**config.mk**
```make
export PLATFORM = sky130hd
export DESIGN_NAME = dsi_video_capture
export DESIGN_NICKNAME = d
export VERILOG_FILES = /design/src/rtl/dsi_cap_pkg.sv /design/src/rtl/dsi_lane_unpack.sv /design/src/rtl/dsi_byte_step.sv /design/src/rtl/dsi_pkt_parser.sv /design/src/rtl/dsi_sync_flags.sv /design/src/rtl/dsi_video_capture.sv
export SDC_FILE = /design/constraint.sdc
export NUM_CORES = 1
export LEC_CHECK = 0
export CAP_MARGIN = 20
export CORE_ASPECT_RATIO = 1.1
export CORE_UTILIZATION = 40
export CTS_BUF_LIST = sky130_fd_sc_hd__clkbuf_4 sky130_fd_sc_hd__clkbuf_8 sky130_fd_sc_hd__clkbuf_16
export DETAILED_ROUTE_END_ITERATION = 8
export PLACE_DENSITY_LB_ADDON = 0.25
export SYNTH_ARGS = -nofsm -noshare
export SYNTH_HDL_FRONTEND = slang
export SYNTH_HIERARCHICAL = 1
export SYNTH_SLANG_ARGS = --single-unit
```
**constraint.sdc**
```tcl
create_clock -name clk -period 20.6 [get_ports clk]
set_input_delay 2.06 -clock clk [delete_from_list [all_inputs] [get_ports clk]]
set_output_delay 2.06 -clock clk [all_outputs]
set_load 0.005 [all_outputs]
```
**src/rtl/dsi_cap_pkg.sv**
```systemverilog
package dsi_cap_pkg;

    typedef enum logic [2:0] {
        PS_WAIT,
        PS_ID,
        PS_D0,
        PS_D1,
        PS_ECC,
        PS_PAY,
        PS_CK0,
        PS_CK1
    } pstate_e;

    typedef struct packed {
        pstate_e     st;
        logic        lng;
        logic        pix;
        logic [15:0] cnt;
    } pctx_t;

    localparam logic [5:0] DT_VSTART  = 6'h01;
    localparam logic [5:0] DT_VEND    = 6'h11;
    localparam logic [5:0] DT_HSTART  = 6'h21;
    localparam logic [5:0] DT_HEND    = 6'h31;
    localparam logic [5:0] DT_RGB24   = 6'h3E;
    localparam logic [5:0] DT_RGB18P  = 6'h1E;
    localparam logic [5:0] DT_RGB18L  = 6'h2E;

    function automatic logic dt_is_long(input logic [5:0] dt);
        return dt[3:0] >= 4'h9;
    endfunction

    function automatic logic dt_is_pixel(input logic [5:0] dt);
        return (dt == DT_RGB24) || (dt == DT_RGB18P) || (dt == DT_RGB18L);
    endfunction

endpackage

```
**src/rtl/dsi_lane_unpack.sv**
```systemverilog
module dsi_lane_unpack #(
    parameter int LANES = 4,
    parameter int GEAR  = 8,
    localparam int BPL   = GEAR / 8,
    localparam int NSLOT = LANES * BPL,
    localparam int LW    = (LANES > 1) ? $clog2(LANES) : 1
) (
    input  logic                   valid_i,
    input  logic [LW-1:0]          lanes_m1_i,
    input  logic [LANES*GEAR-1:0]  lane_word_i,
    output logic [NSLOT*8-1:0]     slot_byte_o,
    output logic [NSLOT-1:0]       slot_vld_o
);

    for (genvar b = 0; b < BPL; b++) begin : g_pos
        for (genvar l = 0; l < LANES; l++) begin : g_lane
            localparam int K = b * LANES + l;
            assign slot_byte_o[K*8 +: 8] = lane_word_i[l*GEAR + b*8 +: 8];
            assign slot_vld_o[K]         = valid_i && (lanes_m1_i >= LW'(l));
        end
    end

endmodule

```
**src/rtl/dsi_byte_step.sv**
```systemverilog
module dsi_byte_step
    import dsi_cap_pkg::*;
(
    input  pctx_t      ctx_i,
    input  logic [7:0] byte_i,
    input  logic       vld_i,
    output pctx_t      ctx_o,
    output logic       id_ev_o,
    output logic       wc_ev_o,
    output logic       pay_ev_o
);

    always_comb begin
        ctx_o    = ctx_i;
        id_ev_o  = 1'b0;
        wc_ev_o  = 1'b0;
        pay_ev_o = 1'b0;
        if (vld_i) begin
            unique case (ctx_i.st)
                PS_WAIT: ctx_o.st = PS_WAIT;
                PS_ID: begin
                    id_ev_o   = 1'b1;
                    ctx_o.lng = dt_is_long(byte_i[5:0]);
                    ctx_o.pix = dt_is_pixel(byte_i[5:0]);
                    ctx_o.cnt = '0;
                    ctx_o.st  = PS_D0;
                end
                PS_D0: begin
                    ctx_o.cnt[7:0] = byte_i;
                    ctx_o.st       = PS_D1;
                end
                PS_D1: begin
                    ctx_o.cnt[15:8] = byte_i;
                    wc_ev_o         = ctx_i.lng;
                    ctx_o.st        = PS_ECC;
                end
                PS_ECC: begin
                    if (!ctx_i.lng)
                        ctx_o.st = PS_WAIT;
                    else if (ctx_i.cnt == 16'd0)
                        ctx_o.st = PS_CK0;
                    else
                        ctx_o.st = PS_PAY;
                end
                PS_PAY: begin
                    pay_ev_o  = ctx_i.pix;
                    ctx_o.cnt = ctx_i.cnt - 16'd1;
                    if (ctx_i.cnt == 16'd1)
                        ctx_o.st = PS_CK0;
                end
                PS_CK0: ctx_o.st = PS_CK1;
                PS_CK1: ctx_o.st = PS_WAIT;
                default: ctx_o.st = PS_WAIT;
            endcase
        end
    end

endmodule

```
**src/rtl/dsi_pkt_parser.sv**
```systemverilog
module dsi_pkt_parser
    import dsi_cap_pkg::*;
#(
    parameter int NSLOT = 4
) (
    input  logic               clk,
    input  logic               rst_n,
    input  logic               start_i,
    input  logic [NSLOT*8-1:0] slot_byte_i,
    input  logic [NSLOT-1:0]   slot_vld_i,
    output logic               id_ev_o,
    output logic [5:0]         id_dt_o,
    output logic [NSLOT*8-1:0] pix_data_o,
    output logic [NSLOT-1:0]   pix_be_o,
    output logic               de_o,
    output logic [5:0]         dt_o,
    output logic [15:0]        wc_o
);

    pctx_t               ctx_q;
    pctx_t               ctx_start;
    pctx_t [NSLOT:0]     chain;
    logic  [NSLOT-1:0]   id_ev;
    logic  [NSLOT-1:0]   wc_ev;
    logic  [NSLOT-1:0]   pay_ev;
    logic                wc_any;
    logic  [15:0]        wc_val;

    always_comb begin
        ctx_start = ctx_q;
        if (start_i) begin
            ctx_start     = '0;
            ctx_start.st  = PS_ID;
        end
    end

    assign chain[0] = ctx_start;

    for (genvar k = 0; k < NSLOT; k++) begin : g_slot
        dsi_byte_step u_step (
            .ctx_i    (chain[k]),
            .byte_i   (slot_byte_i[k*8 +: 8]),
            .vld_i    (slot_vld_i[k]),
            .ctx_o    (chain[k+1]),
            .id_ev_o  (id_ev[k]),
            .wc_ev_o  (wc_ev[k]),
            .pay_ev_o (pay_ev[k])
        );
    end

    always_comb begin
        id_ev_o = 1'b0;
        id_dt_o = '0;
        wc_any  = 1'b0;
        wc_val  = '0;
        for (int k = 0; k < NSLOT; k++) begin
            if (id_ev[k]) begin
                id_ev_o = 1'b1;
                id_dt_o = slot_byte_i[k*8 +: 6];
            end
            if (wc_ev[k]) begin
                wc_any = 1'b1;
                wc_val = {slot_byte_i[k*8 +: 8], chain[k].cnt[7:0]};
            end
        end
    end

    // state register
    always_ff @(posedge clk) begin
        if (!rst_n)
            ctx_q <= '0;
        else
            ctx_q <= chain[NSLOT];
    end

    // registered outputs
    always_ff @(posedge clk) begin
        if (!rst_n) begin
            pix_data_o <= '0;
            pix_be_o   <= '0;
            de_o       <= 1'b0;
            dt_o       <= '0;
            wc_o       <= '0;
        end else begin
            pix_data_o <= slot_byte_i;
            pix_be_o   <= pay_ev;
            de_o       <= |pay_ev;
            if (id_ev_o)
                dt_o <= id_dt_o;
            if (wc_any)
                wc_o <= wc_val;
        end
    end

endmodule

```
**src/rtl/dsi_sync_flags.sv**
```systemverilog
module dsi_sync_flags
    import dsi_cap_pkg::*;
(
    input  logic       clk,
    input  logic       rst_n,
    input  logic       id_ev_i,
    input  logic [5:0] id_dt_i,
    output logic       vsync_o,
    output logic       hsync_o
);

    always_ff @(posedge clk) begin
        if (!rst_n) begin
            vsync_o <= 1'b0;
            hsync_o <= 1'b0;
        end else if (id_ev_i) begin
            unique case (id_dt_i)
                DT_VSTART: begin
                    vsync_o <= 1'b1;
                    hsync_o <= 1'b1;
                end
                DT_VEND: begin
                    vsync_o <= 1'b0;
                    hsync_o <= 1'b1;
                end
                DT_HSTART: hsync_o <= 1'b1;
                DT_HEND:   hsync_o <= 1'b0;
                default: begin
                    vsync_o <= vsync_o;
                    hsync_o <= hsync_o;
                end
            endcase
        end
    end

endmodule

```
**src/rtl/dsi_video_capture.sv**
```systemverilog
module dsi_video_capture #(
    parameter int LANES = 4,
    parameter int GEAR  = 8,
    localparam int NSLOT = LANES * GEAR / 8,
    localparam int LW    = (LANES > 1) ? $clog2(LANES) : 1
) (
    input  logic                  clk,
    input  logic                  rst_n,
    input  logic                  valid_i,
    input  logic                  sot_i,
    input  logic [LW-1:0]         lanes_m1_i,
    input  logic [LANES*GEAR-1:0] lane_word_i,
    output logic                  vsync_o,
    output logic                  hsync_o,
    output logic                  de_o,
    output logic [NSLOT*8-1:0]    pix_data_o,
    output logic [NSLOT-1:0]      pix_be_o,
    output logic [5:0]            dt_o,
    output logic [15:0]           wc_o
);

    logic [NSLOT*8-1:0] slot_byte;
    logic [NSLOT-1:0]   slot_vld;
    logic               id_ev;
    logic [5:0]         id_dt;

    dsi_lane_unpack #(.LANES(LANES), .GEAR(GEAR)) u_unpack (
        .valid_i     (valid_i),
        .lanes_m1_i  (lanes_m1_i),
        .lane_word_i (lane_word_i),
        .slot_byte_o (slot_byte),
        .slot_vld_o  (slot_vld)
    );

    dsi_pkt_parser #(.NSLOT(NSLOT)) u_parser (
        .clk         (clk),
        .rst_n       (rst_n),
        .start_i     (valid_i && sot_i),
        .slot_byte_i (slot_byte),
        .slot_vld_i  (slot_vld),
        .id_ev_o     (id_ev),
        .id_dt_o     (id_dt),
        .pix_data_o  (pix_data_o),
        .pix_be_o    (pix_be_o),
        .de_o        (de_o),
        .dt_o        (dt_o),
        .wc_o        (wc_o)
    );

    dsi_sync_flags u_sync (
        .clk     (clk),
        .rst_n   (rst_n),
        .id_ev_i (id_ev),
        .id_dt_i (id_dt),
        .vsync_o (vsync_o),
        .hsync_o (hsync_o)
    );

endmodule

```
==> Yosys cells after proc, flatten, opt, wreduce, memory -nomap -nowiden <==
Index checks and enable logic that the tools add are counted.
{ "classes": {"add_sub_neg": 4, "order_cmp": 8, "n_eq_ne": 48, "n_mux": 75, "reduce_logical": 31} }
{ "op_table": {"columns": ["cell", "count"], "rows": [
  ["8-bit case mux with 3 select lines", 8],
  ["21-bit 2-to-1 mux", 5],
  ["3-bit case mux with 7 select lines", 4],
  ["16-bit by 1-bit equality test with 1-bit output (second input constant)", 4],
  ["16-bit zero test", 4],
  ["16-bit 2-to-1 mux", 4],
  ["16-bit by 1-bit subtractor with 16-bit output (second input constant)", 4],
  ["6-bit equality test (second input constant)", 10],
  ["3-bit equality test (second input constant)", 16],
  ["1-bit 2-to-1 mux", 32],
  ["6-bit by 5-bit equality test with 1-bit output (second input constant)", 5],
  ["3-bit by 2-bit equality test with 1-bit output (second input constant)", 8],
  ["3-bit 2-to-1 mux", 8],
  ["6-bit 2-to-1 mux", 4],
  ["4-bit >= comparator (second input constant)", 4],
  ["2-bit 2-to-1 mux", 8],
  ["3-bit by 1-bit equality test with 1-bit output (second input constant)", 4],
  ["3-bit zero test", 4],
  ["1-bit logical OR", 8],
  ["2-bit OR reduction", 4],
  ["6-bit by 1-bit equality test with 1-bit output (second input constant)", 1],
  ["1-bit logical AND", 5],
  ["2-bit by 1-bit >= comparator with 1-bit output (second input constant)", 2],
  ["2-bit >= comparator (second input constant)", 2],
  ["other kinds (5)", 8]
]} }
{ "totals": {"regBits": 82, "input_bits": 38} }

==> Depth between registers and ports, before layout <==
{ "depth": {"ltp_word": 25, "depth_mapped": 30, "depth_no_buf": 27} }

==> By module <==
The synthesis kept the hierarchy.
{ "modules_own_cells": {"columns": ["module", "instances", "cells_each", "area_per_inst_um2", "seq_area_each_um2"], "rows": [
  ["dsi_pkt_parser", 1, 325, 3079.2, 1601.5],
  ["dsi_byte_step at u_parser.g_slot[1].u_step ...", 2, 136, 854.6, 0.0],
  ["dsi_byte_step at u_parser.g_slot[3].u_step", 1, 149, 991.0, 0.0],
  ["dsi_byte_step at u_parser.g_slot[0].u_step", 1, 142, 868.3, 0.0],
  ["dsi_lane_unpack", 1, 36, 269.0, 0.0],
  ["dsi_sync_flags", 1, 11, 107.6, 40.0],
  ["dsi_video_capture", 1, 1, 6.3, 0.0]
]} }

==> Worst setup path after synthesis <==
Ideal clock, no wire load.
{ "synth_path": {"path_kind": "input -> register", "start": "in valid_i", "end": "reg u_sync.hsync_o", "setup_time_ns": 0.122, "t_arrival_ns": 8.477, "required_time_ns": 20.478, "path_slack_ns": 12.001, "path_stages": 28, "cell_sequence": "and2_1 > clkbuf_1 > clkbuf_1 > nor2_1 > or4_1 > buf_2 > or4_4 > or3_1 > a221o_1 > buf_2 > nor3b_2 > o21ai_2 > clkbuf_1 > a21oi_1 > o22ai_1 > nor4_4 > and3_1 > a31oi_1 > a211o_1 > buf_6 > nor2b_1 > and3b_1 > or2_0 > clkbuf_1 > a221oi_1 > nor2_1 > or2_4 > o311a_1"} }
{ "synth_lines": {"columns": ["element", "line_no", "text"], "rows": [
  ["start, declared", "dsi_video_capture.sv:9", "input logic valid_i,"],
  ["end signal, assigned", "dsi_sync_flags.sv:30", "hsync_o <= hsync_o;"],
  ["end, declared", "dsi_sync_flags.sv:9", "output logic hsync_o"]
]} }

==> flow_summary.json <==
{
  "status": "finished clean",
  "cts_max_level": 3,
  "via_per_inst": 6.355,
  "cts_buffer_depth": 2,
  "post_cts_buffers": 0,
  "syn-cell-area_um2": 7030,
  "synth_compound_area_share_pct": 31.06,
  "holdCritPathClass": "flop to flop",
  "clk_pin_slew_ns": 0.07,
  "finalHoldViolations": 0,
  "synthFlopType": "dfxtp_1",
  "ys_seq_area_share_pct": 23.35,
  "postSynth.asyncResetShare_pct": 0,
  "drtPass1Iterations": 6,
  "power_frac_clock_pct": 32.6,
  "slew_viol_final": 0,
  "yosysTopAreaCell": "dfxtp_1",
  "crit_required_ns": 20.87,
  "sw_frac_of_total_pct": 36.91,
  "cts_made_buffers": 9,
  "core-area_um2": 17080,
  "wire_per_inst_um": 21.41,
  "multi_input_area_um2": 4677,
  "p_per_area_nw_per_um2": 67.68,
  "initial_core_util_pct": 41.16,
  "synth-xor-area-share_pct": 0,
  "seq_area_um2": 1642,
  "globalplace.congestion": 0.9634,
  "synthAdderAreaFrac_pct": 1.424,
  "tritoncts": "yes",
  "finalWirelength_mm": 25.92,
  "power.switching_mw": 0.2053,
  "pwr-share-seq_pct": 30.4,
  "crit_fanout": 28,
  "n_antenna_cell": 0,
  "synth-simple-area-share_pct": 33.62,
  "synthCells": 936,
  "synth-edff-count": 0,
  "final.setup.tns_ns": 0,
  "endpoint_kind": "flop",
  "post-route-period-util_pct": 53.97,
  "insertion_delay_ns": 0.35,
  "area_growth_pct": 16.87,
  "yosys_warnings": 6,
  "fillers": 1721,
  "io_pins": 99,
  "grt_max_degree": 85,
  "worstPathArrival_ns": 11.39,
  "drt_iter0_drc": 1122,
  "place.detailed.hpwl_mm": 19.60,
  "nNetsFinal": 1018,
  "die_h_um": 141.0,
  "leakage_nw": 2.866,
  "dp_slack_ns": 9.423,
  "clkSinkCount": 82,
  "yosys.cell_types.count": 85,
  "postCtsHoldBufs": 0,
  "timing.slew.headroom_pct": 19.23,
  "vias": 7696,
  "grt_usage_pct": 28.64,
  "setup_viol": 0,
  "antenna_found_initial": 0,
  "synth.area.mux_share_pct": 0.4271,
  "ir_worst_vdd_mv": 0.04296,
  "startpoint_type": "input port",
  "ys_ff_latch": 82,
  "layout_common_cells": "clkdlybuf4s50_1, o21ai_0, dfxtp_1, and2_1",
  "tightest_slew_ns": 1.200,
  "total_power_mw": 0.5561,
  "synth_top_area_share_pct": 23.35,
  "syn_nets": 982,
  "synth_top_family_by_area": "simple AND/OR/NAND/NOR gates",
  "grt_setup_unrepaired": "no",
  "drc": 0,
  "die_w_um": 128.4,
  "cts_resized": 0,
  "port_buffers": 98,
  "cap_viol_max_count": 0,
  "overflow": 0,
  "internal-power_mw": 0.3508,
  "fin_crit_ns": 11.12,
  "die_area_um2": 18110,
  "final_common_cell": "clkdlybuf4s50_1",
  "fmax_mhz": 89.95,
  "row_count": 50,
  "finClkSkew_ns": 0.008314,
  "reg2reg_slack_ns": 12.34,
  "layout-drive-gt1-share_pct": 8.495,
  "pwr-share-comb_pct": 37.0,
  "critical_path_class": "input port to flop",
  "ys_top_cells_by_area": "dfxtp_1, and2_1, o21ai_0, buf_4, a21oi_1",
  "grt_first_pass_wirelength_mm": 39.76,
  "drtAntennaViolNets": 0,
  "setup_ws_ns": 9.483,
  "grt_pass1_vias": 6903,
  "avgSynthCellArea_um2": 7.511,
  "cts_root_buf": "clkbuf_16"
}
[cell type report]
type	instances	share of cell area [%]
Multi-Input combinational cell	718	56.92
Clock buffer	9	2.741
Clock inverter	7	1.355
Tap cell	234	3.563
Inverter	48	2.193
Sequential cell	82	19.98
Timing Repair Buffer	113	13.25
[cells in the mapped netlist, drive strengths merged (4+ instances only)]
cell,instances
nand2,59
nand4,14
nor2,66
a32o,8
a21boi,7
and4,4
nor3,23
or2,5
o21a,7
and3b,7
ha,8
inv,48
dfxtp,82
a22oi,19
nor2b,20
a211oi,4
or3,7
clkbuf,30
a31oi,13
nand4b,5
o21ai,107
o311ai,14
nand2b,10
a32oi,21
or4,8
a21oi,49
a21o,4
nor3b,14
nand3,15
nand3b,7
o22ai,19
nor4b,4
a221oi,7
a211o,7
buf,58
and3,7
and4b,6
o211ai,12
and2,76
o221ai,8
nor4,19
[path summary, 6_finish.rpt]
kind | cells past startpoint | end | startpoint
hold / removal | 2 | u_sync/vsync_o | u_sync/vsync_o
setup / recovery | 23 | u_parser/wc_o[3] | valid_i
setup reg to reg | 21 | u_parser/wc_o[3] | u_parser/ctx_q[4]
hold reg to reg | 2 | u_sync/vsync_o | u_sync/vsync_o
[state kept, by name, indices dropped and copies added (netlist names)]
register             cells
u_parser/de_o            1
u_parser/dt_o            6
u_parser/ctx_q          21
u_sync/hsync_o           1
u_sync/vsync_o           1
u_parser/pix_be_o        4
u_parser/pix_data_o     32
u_parser/wc_o           16
[critical path, cell delays in order]
cell and delay [ns]:
clkdlybuf4s50_1 0.45, buf_4 0.21, and2_1 0.76, nor2_1 0.28
or4_1 0.67, or4_4 0.48, or3_1 0.36, o41ai_2 0.88
nor3b_2 0.65, o21ai_2 0.27, o21ai_0 0.21, o21ai_0 0.30
nor4_4 0.64, and3_1 0.31, nand3_1 0.10, o211ai_1 0.71
nand2_1 0.22, nor3_2 0.37, and2_1 0.61, inv_2 0.22
nand2_1 0.27, o221ai_1 0.18, a21boi_1 0.17
[per-layer routing]
layer	part of all wire, %	global-route usage, %	wire, um	up-vias
met5	0	0	0	-
met4	5.0	15.67	1305	0
met3	8.4	4.820	2176	77
met2	46	44.92	11800	487
met1	41	37.19	10640	3582
li1	-	-	-	3550
[stage by stage]
step                      hold slack (ns)  util (%)  cells  cell area [um2]
after global routing               0.5035     48.11   1211             8217
after global placement             0.4478     46.14   1195             7880
final                              0.4693     48.11   1211             8217
after CTS                          0.4653     48.11   1211             8217
after floorplan                    0.4511         -    936             7030
after detailed placement           0.4540     46.14   1195             7880
[cell families after synthesis]
group / count (synthesis)
multiplexers: 3
AO/OA/AOI/OAI: 326
AND/OR/NAND/NOR: 381
flip-flops: 82
adder cells (fa/ha/maj): 8
buffers and inverters: 136
[power groups by stage]
stage,combinational (mW),clock (mW),sequential (mW)
final,0.206,0.181,0.169
after global routing,0.222,0.191,0.170
after floorplan,0.143,0,0.173
after CTS,0.200,0.185,0.169
after global placement,0.200,0,0.172
after detailed placement,0.199,0,0.172
(Power assumes the default switching activity.)
